`src/rtl/pio_pkg.sv`:
```
package pio_pkg;

    typedef enum logic [1:0] {
        CMD_CTRL  = 2'b00,
        CMD_TEST  = 2'b01,
        CMD_READ  = 2'b10,
        CMD_WRITE = 2'b11
    } pio_cmd_e;

    // one-hot classification of an addressed bus cycle
    typedef struct packed {
        logic ctrl;
        logic test;
        logic rd;
        logic wr;
        logic dreq;
    } pio_hit_t;

    // status word, LSB first: present, busy, done, ready, err, irq mode
    typedef struct packed {
        logic irq_en;
        logic err;
        logic ready;
        logic done;
        logic busy;
        logic avail;
    } pio_stat_t;

    localparam int STAT_W = $bits(pio_stat_t);

    typedef enum logic [1:0] {
        ST_IDLE,
        ST_RD,
        ST_WR
    } pio_state_e;

    function automatic logic in_transfer(pio_state_e s);
        return s != ST_IDLE;
    endfunction

endpackage

```
`src/rtl/pio_decode.sv`:
```
module pio_decode
    import pio_pkg::*;
#(
    parameter int ADDR_W = 8,
    parameter logic [ADDR_W-1:0] MY_ADDR = 8'h5A
) (
    input  logic              bus_valid,
    input  logic              bus_dreq,
    input  logic [ADDR_W-1:0] bus_addr,
    input  pio_cmd_e          bus_cmd,
    output pio_hit_t          hit
);
    logic sel;
    assign sel = (bus_addr == MY_ADDR);

    always_comb begin
        hit = '0;
        if (sel && bus_valid) begin
            case (bus_cmd)
                CMD_CTRL:  hit.ctrl = 1'b1;
                CMD_TEST:  hit.test = 1'b1;
                CMD_READ:  hit.rd   = 1'b1;
                CMD_WRITE: hit.wr   = 1'b1;
                default:   hit      = '0;
            endcase
        end
        hit.dreq = sel && bus_dreq;
    end
endmodule

```
`src/rtl/pio_engine.sv`:
```
module pio_engine
    import pio_pkg::*;
#(
    parameter int DATA_W = 16,
    localparam int CTRL_W = DATA_W - 1
) (
    input  logic              clk,
    input  logic              rst,
    input  pio_hit_t          hit,
    input  logic [DATA_W-1:0] bus_wdata,
    input  logic              dev_present,
    input  logic              dev_rd_ack,
    input  logic [DATA_W-1:0] dev_rd_data,
    input  logic              dev_wr_ack,
    input  logic              dev_err,
    output logic              dev_rd_req,
    output logic              dev_wr_req,
    output logic [DATA_W-1:0] dev_wr_data,
    output logic [CTRL_W-1:0] dev_ctrl,
    output logic              dev_ctrl_stb,
    output logic [DATA_W-1:0] rd_data,
    output pio_stat_t         stat
);
    pio_state_e state;
    logic irq_en, ready, done, err;
    logic busy, start_rd, start_wr, rd_done, wr_done, ctrl_take, err_set;

    assign busy      = in_transfer(state);
    assign start_rd  = !busy && hit.rd && dev_present;
    assign start_wr  = !busy && hit.wr && dev_present;
    assign rd_done   = (state == ST_RD) && dev_rd_ack;
    assign wr_done   = (state == ST_WR) && dev_wr_ack;
    assign ctrl_take = !busy && hit.ctrl;
    assign err_set   = (busy && (hit.ctrl || hit.rd || hit.wr))
                     || (!busy && (hit.rd || hit.wr) && !dev_present)
                     || ((rd_done || wr_done) && dev_err);

    always_ff @(posedge clk) begin
        if (rst) begin
            state        <= ST_IDLE;
            rd_data      <= '0;
            dev_wr_data  <= '0;
            dev_ctrl     <= '0;
            dev_ctrl_stb <= 1'b0;
            irq_en       <= 1'b0;
            ready        <= 1'b0;
            done         <= 1'b0;
            err          <= 1'b0;
        end else begin
            dev_ctrl_stb <= ctrl_take;
            if (ctrl_take) begin
                dev_ctrl <= bus_wdata[DATA_W-1:1];
                irq_en   <= bus_wdata[0];
            end
            if (start_rd) begin
                state <= ST_RD;
            end else if (start_wr) begin
                state       <= ST_WR;
                dev_wr_data <= bus_wdata;
            end else if (rd_done || wr_done) begin
                state <= ST_IDLE;
            end
            if (rd_done) rd_data <= dev_rd_data;
            done  <= (done && !(start_rd || start_wr)) || rd_done || wr_done;
            ready <= (ready && !hit.dreq) || rd_done;
            err   <= (err && !hit.test) || err_set;
        end
    end

    assign dev_rd_req = (state == ST_RD);
    assign dev_wr_req = (state == ST_WR);

    always_comb begin
        stat.irq_en = irq_en;
        stat.err    = err;
        stat.ready  = ready;
        stat.done   = done;
        stat.busy   = busy;
        stat.avail  = dev_present;
    end
endmodule

```
`src/rtl/pio_unit.sv`:
```
module pio_unit
    import pio_pkg::*;
#(
    parameter int DATA_W = 16,
    parameter int ADDR_W = 8,
    parameter logic [ADDR_W-1:0] MY_ADDR = 8'h5A
) (
    input  logic              clk,
    input  logic              rst,
    input  logic              bus_valid,
    input  logic [ADDR_W-1:0] bus_addr,
    input  logic [1:0]        bus_cmd,
    input  logic [DATA_W-1:0] bus_wdata,
    input  logic              bus_dreq,
    output logic              bus_rvalid,
    output logic [DATA_W-1:0] bus_rdata,
    output logic              irq,
    input  logic              dev_present,
    output logic [DATA_W-2:0] dev_ctrl,
    output logic              dev_ctrl_stb,
    output logic              dev_rd_req,
    input  logic              dev_rd_ack,
    input  logic [DATA_W-1:0] dev_rd_data,
    output logic              dev_wr_req,
    output logic [DATA_W-1:0] dev_wr_data,
    input  logic              dev_wr_ack,
    input  logic              dev_err
);
    pio_hit_t          hit;
    pio_stat_t         stat;
    logic [DATA_W-1:0] rd_data;

    pio_decode #(.ADDR_W(ADDR_W), .MY_ADDR(MY_ADDR)) u_decode (
        .bus_valid (bus_valid),
        .bus_dreq  (bus_dreq),
        .bus_addr  (bus_addr),
        .bus_cmd   (pio_cmd_e'(bus_cmd)),
        .hit       (hit)
    );

    pio_engine #(.DATA_W(DATA_W)) u_engine (
        .clk          (clk),
        .rst          (rst),
        .hit          (hit),
        .bus_wdata    (bus_wdata),
        .dev_present  (dev_present),
        .dev_rd_ack   (dev_rd_ack),
        .dev_rd_data  (dev_rd_data),
        .dev_wr_ack   (dev_wr_ack),
        .dev_err      (dev_err),
        .dev_rd_req   (dev_rd_req),
        .dev_wr_req   (dev_wr_req),
        .dev_wr_data  (dev_wr_data),
        .dev_ctrl     (dev_ctrl),
        .dev_ctrl_stb (dev_ctrl_stb),
        .rd_data      (rd_data),
        .stat         (stat)
    );

    // response path: status or data register, one cycle after the strobe
    always_ff @(posedge clk) begin
        if (rst) begin
            bus_rvalid <= 1'b0;
            bus_rdata  <= '0;
        end else begin
            bus_rvalid <= hit.test || hit.dreq;
            bus_rdata  <= hit.dreq ? rd_data : DATA_W'(stat);
        end
    end

    assign irq = stat.irq_en && stat.ready;
endmodule

```
`config.mk`:
```
export PLATFORM = sky130hd
export DESIGN_NAME = pio_unit
export DESIGN_NICKNAME = d
export VERILOG_FILES = /design/src/rtl/pio_pkg.sv /design/src/rtl/pio_decode.sv /design/src/rtl/pio_engine.sv /design/src/rtl/pio_unit.sv
export SDC_FILE = /design/constraint.sdc
export NUM_CORES = 1
export LEC_CHECK = 0
export ABC_AREA = 1
export ABC_CLOCK_PERIOD_IN_PS = 1170
export BUFFER_PORTS_ARGS = -buffer_cell sky130_fd_sc_hd__buf_2
export CORE_MARGIN = 4
export CORE_UTILIZATION = 44
export DETAILED_ROUTE_END_ITERATION = 12
export GPL_TIMING_DRIVEN = 1
export PLACE_DENSITY_LB_ADDON = 0.2
export SLEW_MARGIN = 20
export SYNTH_ARGS = -nofsm -noshare
export SYNTH_HDL_FRONTEND = slang
export SYNTH_SLANG_ARGS = --single-unit
```
`constraint.sdc`:
```
create_clock -name clk -period 1.17 [get_ports clk]
set_clock_uncertainty 0.1 [all_clocks]
set_input_delay 0.1755 -clock clk [delete_from_list [all_inputs] [get_ports clk]]
set_output_delay 0.1755 -clock clk [all_outputs]
set_load 0.005 [all_outputs]
```
==> flow_summary_export.csv, run 1 <==
group,metric,value,unit
detailed_routing,drc,0,
cts,clock_path_buffers,2,
grt,grt_pass1_wl,12100,µm
cts,cts_root_buf,"clkbuf_8",
cells_and_area,final_cell_count_no_fill,603,
critical_path,rr_startpoint,"u_engine.state[1]",
power_and_ir_drop,p_sw_share,23.5,%
yosys,synthXorXnorAreaFrac,0,%
yosys,yosysUniqueCellTypes,24,
yosys,ys_ff_latch,71,
detailed_routing,firstDrtPassIters,4,
detailed_routing,via_per_inst,4.71,
cells_and_area,syn_to_final_growth,59.2,%
hold_path,min_to,"u_engine.rd_data[12]",
power_and_ir_drop,p_per_area,1120,nW/µm²
detailed_routing,vias,2838,
floorplan,die_area,7520,µm²
sta,worst_slack,-0.220,ns
hold_path,min_path_type,"primary input to flip-flop",
job,cap_violations,0,
yosys,synth_compound_area_share,11.4,%
floorplan,die_h,86.7,µm
critical_path,cp_cell_sequence,"buf_6 > nor2_4 > buf_6 > buf_6",
cts,clock_sinks,71,
power_and_ir_drop,vdd_drop_max,0.000763,V
floorplan,core,5960,µm²
detailed_routing,drt_iter0_drc,123,
cts,cts_tree,"built",
critical_path,slowest_stage,"dfxtp_2",
yosys,synth_ff_type,"dfxtp_1",
yosys,syn-num-nets,418,
cells_and_area,seq_area,1430,µm²
sta,period_share,119,%
cts,htree_levels,3,
power_and_ir_drop,clock_power_share,43.1,%
detailed_routing,ant_nets,0,
power_and_ir_drop,combPwrFrac,7.1,%
floorplan,fp.dieW,86.7,µm
placed_design,dp_hpwl,4690,µm
critical_path,critical_path_arrival,1.11,ns
power_and_ir_drop,p_leak,2.09,nW
yosys,ys_seq_area_share,52.1,%
cells_and_area,fin_nets,573,
floorplan,num_io_pins,102,
sta,max_slew_margin,73.9,%
placed_design,dp_cells,549,
cells_and_area,fin_util,72.9,%
cells_and_area,multi_input_area,1200,µm²
critical_path,cp_common_cell,"buf_6",
grt,grt_usage,20.5,%
critical_path,cpPeakStageDelay,0.35,ns
sta,drv_slew,0,
cells_and_area,fillCellCount,473,
placed_design,gp_congestion,0.794,
critical_path,cp-start-kind,"flip-flop",
power_and_ir_drop,p_switching,1.14,mW
critical_path,crit_path_end_kind,"output pin",
floorplan,start_util,45.8,%
yosys,synthAdderAreaFrac,0,%
yosys,synth_top_family_by_area,"simple AND/OR/NAND/NOR gates",
grt,grt_max_degree,51,
sta,fmax,719,MHz
cells_and_area,drive_above_1_share,39.6,%
sta,final-setup-viol-count,55,
hold_path,hold_depth,3,
critical_path,required,0.89,ns
cts,clock_latency,0.36,ns
hold_path,min_from,"dev_rd_data[12]",
grt,overflow,0,
cells_and_area,antenna_cells,0,
placed_design,port_buffers,101,
power_and_ir_drop,internal-power,3.71,mW
sta,layout_min_cycle_time,1.39,ns
run_status,violations,"setup timing",
yosys,synthMuxAreaShare,0,%
grt,grt_pass1_vias,2680,
grt,antenna_found_initial,0,
cts,clk_pin_slew,0.08,ns
detailed_routing,wl_per_cell,13.5,µm
cts,cts_buffers,9,
critical_path,timing.rr.end,"u_engine.dev_ctrl[4]",
detailed_routing,finalWirelength,8140,µm
yosys,yosys_warnings,0,
critical_path,path_class,"flip-flop to output pin",
yosys,async_reset_ff_share,0,%
sta,worst_pin_slew,0.391,ns
yosys,syn_inst,368,
yosys,avgSynthCellArea,7.41,µm²
floorplan,row_count,28,
run_status,status,"complete, but fails checks",
yosys,netlist_area,2730,µm²
power_and_ir_drop,seq_power_share,49.8,%
yosys,synth_edf_count,0,
power_and_ir_drop,power,4.86,mW
yosys,synthSimpleGateAreaFrac,26.3,%
critical_path,rrSetupSlack,-0.21,ns
critical_path,r2r_cells,9,
sta,finalHoldViolCount,0,
critical_path,worstPathMaxFanout,2,
sta,rsz0062_at_grt,"yes",
[metrics by stage]
stage,hold WS (ns),instance area [µm²],setup TNS [ns],worst slack (ns)
after global placement,0.316,3470,-7.52,-0.203
after global routing,0.0169,4340,-13.15,-0.313
after detailed placement,0.321,3470,-9.54,-0.233
after CTS,0.00307,4080,-7.42,-0.223
final,0.0159,4340,-8.57,-0.220
after floorplan,0.152,2770,-1.43,-0.0952
[cell usage after synthesis, types with 2 or more instances]
library cell | n | area [µm²]
buf_4 | 3 | 22.5
nor2_4 | 4 | 45.0
nand2_1 | 59 | 221
nand3_1 | 9 | 45.0
o21ai_1 | 9 | 45.0
dfxtp_1 | 71 | 1420
a21oi_1 | 25 | 125
nor2_1 | 89 | 334
o21ai_0 | 25 | 125
clkbuf_1 | 4 | 15.0
inv_2 | 6 | 22.5
buf_2 | 7 | 35.0
nand2_2 | 2 | 12.5
inv_1 | 45 | 169
[worst max-delay path by stage]
| stage | startpoint | endpoint | slack, ns | cells after the start |
|---|---|---|---|---|
| 2_1_floorplan | u_engine.state[0] | u_engine.dev_wr_data[13] | -0.1 | 7 |
| 3_3_place_gp | bus_addr[2] | bus_rdata[1] | -0.20 | 7 |
| 3_5_place_dp | bus_addr[5] | u_engine.dev_ctrl[7] | -0.23 | 10 |
| 4_1_cts | u_engine.state[1] | dev_rd_req | -0.22 | 4 |
| 5_1_grt | u_engine.state[1] | u_engine.dev_wr_data[8] | -0.31 | 8 |
| 6_report | u_engine.state[1] | dev_rd_req | -0.22 | 4 |
[cells in the final DEF, fill, tap and decap left out, drive strengths merged, types with 10 or more instances in the layout]
cell type and instances:
buf 129, nor2 93, dfxtp 71, nand2 62
inv 53, o21ai 34, dlygate4sd3 27, a21oi 25
clkbuf 15, nand3 10
[state kept, by name, indices dropped and copies added (netlist names)]
signal and cells:
bus_rvalid 1, u_engine.state 2, u_engine.dev_wr_data 16, u_engine.done 1, u_engine.irq_en 1, u_engine.err 1
u_engine.rd_data 16, bus_rdata 16, u_engine.dev_ctrl 15, u_engine.ready 1, u_engine.dev_ctrl_stb 1
[layout make-up]
class | instances | share of cell area (%)
Tap cell | 75 | 2.16
Inverter | 51 | 4.64
Clock inverter | 5 | 1.47
Sequential cell | 71 | 32.9
Timing Repair Buffer | 160 | 27.7
Clock buffer | 11 | 3.49
Multi-Input combinational cell | 230 | 27.7
[worst max-delay path, delay by kind of cell (launching register included)]
family,cells,cell delay (ns)
simple gates,1,0.10
buf+inv,3,0.31
flops,1,0.35
[logic make-up after synthesis]
kind of cell           count (synthesis)
and+or+nand+nor                      169
DFF                                   71
buffers and inverters                 67
AOI/OAI and AO/OA                     61
[power groups by stage]
stage	combinational (mW)	sequential [mW]	clock (mW)
final	0.345	2.42	2.09
after global routing	0.379	2.42	2.27
after CTS	0.327	2.42	2.12
after detailed placement	0.246	2.47	0
after global placement	0.243	2.47	0
after floorplan	0.100	2.47	0
[routing by layer]
layer  share of wire [%]  up-vias  global-route usage [%]  wire [µm]
met5                   0        -                       0          0
met4                 1.6        0                    6.80        133
met3                 6.3       10                    6.56        512
met2                  50       80                    34.2       4030
met1                  43     1306                    24.8       3460
li1                    -     1442                       -          -
[timing repair]
action                                 CTS  global route
pin swaps                                2             7
setup endpoints to repair               50            57
cloned                                   1             4
endpoints found under the hold margin   27             0
resized for setup                       25            49
buffers inserted                         4             3
hold buffers                            27             0
Power figures use the tool's default switching activity.
==> run 2, diff against run 1 <==
CELL_PAD_IN_SITES_DETAIL_PLACEMENT = 1   (was default)
CELL_PAD_IN_SITES_GLOBAL_PLACEMENT = 1   (was default)
CORE_UTILIZATION = 30   (was 44)
==> flow_summary_export.csv, run 2 (synthesis results as in run 1) <==
group,metric,value,unit
placed_design,post-place-ws,-0.284,ns
critical_path,critical_path_arrival,1.57,ns
grt,antenna_found_initial,0,
power_and_ir_drop,power,5.16,mW
cts,cts_buffers,9,
cells_and_area,antenna_cells,0,
placed_design,gp_congestion,0.774,
sta,drv_slew,0,
grt,overflow,0,
critical_path,worstPathMaxFanout,7,
cells_and_area,reg.largest.list,"bus_rdata: 16 flops, u_engine.dev_wr_data: 16 flops, u_engine.rd_data: 16 flops",
cts,cts_root_buf,"clkbuf_8",
sta,fmax,711,MHz
job,cap_violations,0,
run_status,status,"complete, but fails checks",
floorplan,row_count,34,
critical_path,required,1.33,ns
placed_design,port_buffers,101,
cts,clock_path_buffers,2,
detailed_routing,drt_iter0_drc,47,
cts,htree_levels,3,
critical_path,cp_cell_sequence,"buf_4 > nor2_4 > buf_6 > nand2_8 > buf_6 > buf_8 > a21oi_1",
critical_path,crit_path_end_kind,"flip-flop",
run_status,violations,"setup timing",
grt,grt_usage,15.5,%
critical_path,cp_top_family,"buffers and inverters",
detailed_routing,ant_nets,0,
cells_and_area,final_cell_count_no_fill,635,
detailed_routing,wl_per_cell,13.8,µm
sta,final-setup-viol-count,55,
cells_and_area,fin_util,50.3,%
cts,clock_sinks,71,
hold_path,min_path_type,"primary input to flip-flop",
cts,cts_tree,"built",
grt,grt_pass1_vias,2846,
power_and_ir_drop,p_leak,2.10,nW
cells_and_area,layout_commonest_cell,"buf_2",
critical_path,cp_common_cell,"buf_6",
floorplan,start_util,31.1,%
critical_path,path_class,"flip-flop to flip-flop",
sta,fin_setup_tns,-9.81,ns
detailed_routing,drc,0,
cts,clk_pin_slew,0.09,ns
detailed_routing,via_per_inst,4.44,
critical_path,cpPeakStageDelay,0.36,ns
critical_path,path_buf_inv,4,
sta,rsz0062_at_grt,"yes",
floorplan,core,8760,µm²
cells_and_area,drive_above_1_share,40.2,%
critical_path,slowest_stage,"dfxtp_4",
floorplan,die_h,103,µm
grt,grt_pass1_wl,13000,µm
floorplan,die_area,10700,µm²
grt,grt_max_degree,33,
cells_and_area,final_area,4410,µm²
cells_and_area,syn_to_final_growth,61.8,%
detailed_routing,finalWirelength,8760,µm
cells_and_area,fin_nets,572,
sta,period_share,120,%
sta,whs,0.00114,ns
placed_design,dp_cells,587,
sta,worst_slack,-0.236,ns
power_and_ir_drop,vdd_drop_max,0.000585,V
critical_path,cp-start-kind,"flip-flop",
sta,max_slew_margin,79.8,%
cts,clock_latency,0.34,ns
placed_design,dp_hpwl,5870,µm
sta,layout_min_cycle_time,1.41,ns
floorplan,num_io_pins,102,
floorplan,fp.dieW,103,µm
detailed_routing,vias,2819,
sta,finalHoldViolCount,0,
sta,worst_pin_slew,0.301,ns
power_and_ir_drop,p_per_area,1170,nW/µm²
detailed_routing,firstDrtPassIters,4,
cells_and_area,final_cell_mix,"buf_2, nor2_1, dfxtp_1, nand2_1, inv_1",
placed_design,placed_cell_area,3530,µm²
## run 2: where the power goes
| group | internal (mW) | switching, mW | leakage [nW] | total (mW) |
|---|---|---|---|---|
| clock | 1.42 | 0.971 | 0.123 | 2.39 |
| sequential | 2.41 | 0.000826 | 0.574 | 2.42 |
| combinational | 0.173 | 0.173 | 1.40 | 0.346 |
| total | 4.01 | 1.14 | 2.10 | 5.16 |
## run 2: cell type report
cell class | instances | area [µm²]
clock buffer | 9 | 124
clock inverter | 7 | 121
fill | 1086 | 4350
inverter | 51 | 199
multi-input combinational | 230 | 1230
sequential | 71 | 1430
tap | 108 | 135
timing repair buffer | 159 | 1180
## run 2: repair_timing
action                                  4_1_cts  5_1_grt
buffers inserted                              1        5
gates cloned                                  0        5
hold endpoints to repair                     20        1
hold buffers                                 20        1
pin swaps                                     4       12
endpoints found under the setup margin       48       64
gates resized for setup                      32       54
## run 2: worst paths after layout
kind                         endpoint            startpoint  slack (ns)  cells past startpoint
hold reg to reg         bus_rdata[10]  u_engine.rd_data[10]        0.35                      2
setup reg to reg  u_engine.rd_data[3]     u_engine.state[1]       -0.24                      7
setup / recovery  u_engine.rd_data[3]     u_engine.state[1]       -0.24                      7
hold / removal    u_engine.rd_data[6]        dev_rd_data[6]       0.001                      3
## run 2: per-layer routing
layer / part of all wire [%] / GRT usage [%] / wire (µm) / vias up
met5: 0 / 0 / 0 / -
met4: 0.87 / 3.59 / 76 / 0
met3: 5.2 / 4.02 / 459 / 7
met2: 53 / 28.8 / 4670 / 58
met1: 41 / 17.6 / 3560 / 1319
li1: - / - / - / 1435
## run 2: tightest hold or removal path, delay by kind of cell
kind / cells / cell delay [ns]
compound gates: 2 / 0.15
buf+inv: 1 / 0.09
==> run 3, diff against run 2 <==
ABC_CLOCK_PERIOD_IN_PS = 1690   (was 1170)
CORE_UTILIZATION = 36   (was 30)
clock period = 1.69 ns   (was 1.17 ns; I/O delays follow)
==> flow_summary_export.csv, run 3 (synthesis results as in run 1) <==
group,metric,value,unit
sta,worst_slack,0.210,ns
critical_path,rrSetupSlack,0.21,ns
floorplan,num_io_pins,102,
cells_and_area,antenna_cells,0,
critical_path,cpPeakStageDelay,0.39,ns
sta,rsz0062_at_grt,"no",
sta,whs,0.0434,ns
power_and_ir_drop,clock_power_share,47.2,%
cts,clock_sinks,71,
sta,worst_pin_slew,0.343,ns
power_and_ir_drop,power,3.48,mW
sta,drv_slew,0,
floorplan,core,7290,µm²
placed_design,post-place-ws,0.194,ns
sta,layout_min_cycle_time,1.48,ns
critical_path,critical_path_arrival,1.66,ns
detailed_routing,ant_nets,0,
cts,clk_pin_slew,0.08,ns
cts,ctsHoldBuffers,0,
power_and_ir_drop,p_sw_share,21.5,%
cells_and_area,final_cell_mix,"buf_2, nor2_1, dfxtp_1, nand2_1, inv_1",
grt,grt_usage,16.9,%
placed_design,placed_cell_area,3380,µm²
cells_and_area,fillCellCount,986,
power_and_ir_drop,seq_power_share,48.1,%
sta,final-setup-viol-count,0,
grt,antenna_found_initial,0,
grt,grt_max_degree,33,
critical_path,path_buf_inv,3,
cts,cts_root_buf,"clkbuf_8",
cells_and_area,fin_util,49.6,%
placed_design,port_buffers,101,
cells_and_area,syn_to_final_growth,32.8,%
sta,period_share,87.6,%
cts,cts_setup_buffers,0,
detailed_routing,vias,2594,
power_and_ir_drop,p_per_area,961,nW/µm²
sta,max_slew_margin,77.1,%
power_and_ir_drop,combPwrFrac,4.7,%
cells_and_area,reg.largest.list,"bus_rdata: 16 flops, u_engine.dev_wr_data: 16 flops, u_engine.rd_data: 16 flops",
cts,cts_buffers,9,
detailed_routing,wl_per_cell,12.5,µm
cells_and_area,drive_above_1_share,29.8,%
floorplan,die_area,9030,µm²
grt,grt_pass1_vias,2588,
detailed_routing,drt_iter0_drc,69,
floorplan,row_count,31,
floorplan,die_h,95.0,µm
critical_path,slowest_stage,"dfxtp_1",
hold_path,min_path_type,"primary input to flip-flop",
critical_path,required,1.87,ns
cts,cts_tree,"built",
cells_and_area,fin_nets,525,
power_and_ir_drop,p_switching,749,µW
critical_path,worstPathMaxFanout,30,
cts,clock_path_buffers,2,
sta,fin_setup_tns,0,ns
sta,fmax,676,MHz
cells_and_area,final_cell_count_no_fill,579,
detailed_routing,drc,0,
critical_path,crit_path_end_kind,"flip-flop",
placed_design,gp_congestion,0.720,
cells_and_area,final_area,3620,µm²
critical_path,path_class,"flip-flop to flip-flop",
placed_design,dp_cells,563,
cts,post_cts_resize_count,0,
placed_design,dp_hpwl,5540,µm
job,cap_violations,0,
critical_path,cp-start-kind,"flip-flop",
power_and_ir_drop,vdd_drop_max,0.000378,V
power_and_ir_drop,p_leak,1.79,nW
detailed_routing,firstDrtPassIters,4,
detailed_routing,via_per_inst,4.48,
floorplan,fp.dieW,95.0,µm
sta,finalHoldViolCount,0,
grt,overflow,0,
run_status,status,"completed",
cells_and_area,layout_commonest_cell,"buf_2",
critical_path,cp_top_family,"simple AND/OR/NAND/NOR gates",
detailed_routing,finalWirelength,7260,µm
critical_path,cp_cell_sequence,"inv_2 > nor2_4 > nand2_1 > buf_4 > nand2_1 > inv_1 > nor2_1 > nor2_1 > a21oi_1",
cts,clock_latency,0.34,ns
grt,grt_pass1_wl,11700,µm
cts,htree_levels,3,
floorplan,start_util,37.4,%
power_and_ir_drop,internal-power,2.73,mW
==> run 3: area by class of cell <==
cell class | instances | area [µm²] | area share (%)
Sequential cell | 71 | 1420 | 39.3
Inverter | 51 | 191 | 5.29
Clock buffer | 9 | 124 | 3.42
Multi-Input combinational cell | 230 | 1030 | 28.3
Tap cell | 99 | 124 | 3.42
Clock inverter | 7 | 120 | 3.32
Timing Repair Buffer | 112 | 613 | 16.9
==> run 3: worst paths after layout <==
kind | start | end | cells past startpoint
worst min register to register | u_engine.rd_data[10] | bus_rdata[10] | 2
worst min-delay path | bus_cmd[0] | u_engine.dev_ctrl_stb | 2
worst max-delay path | u_engine.state[0] | u_engine.err | 9
worst max register to register | u_engine.state[0] | u_engine.err | 9
==> run 3: worst reg2reg max path: cells and delay by family (launching register included) <==
family / cells / cell delay, ns
DFF: 1 / 0.39
buffers and inverters: 3 / 0.37
and+or+nand+nor: 5 / 0.46
AOI/OAI and AO/OA: 1 / 0.10
==> run 3: power groups by stage <==
stage               registers, mW  clock network [mW]  logic [mW]
CTS                          1.67                1.68       0.166
finish                       1.67                1.64       0.164
global route                 1.67                1.74       0.188
detailed placement           1.71                   0       0.165
global placement             1.71                   0       0.161
floorplan                    1.71                   0      0.0684
==> run 3: per-layer routing <==
metal / vias up / GRT usage [%] / wire (µm) / share of wire (%)
li1: 1340 / - / - / -
met1: 1185 / 20.1 / 3240 / 45
met2: 61 / 28.9 / 3550 / 49
met3: 8 / 4.81 / 379 / 5.2
met4: 0 / 5.77 / 96 / 1.3
met5: - / 0 / 0 / 0
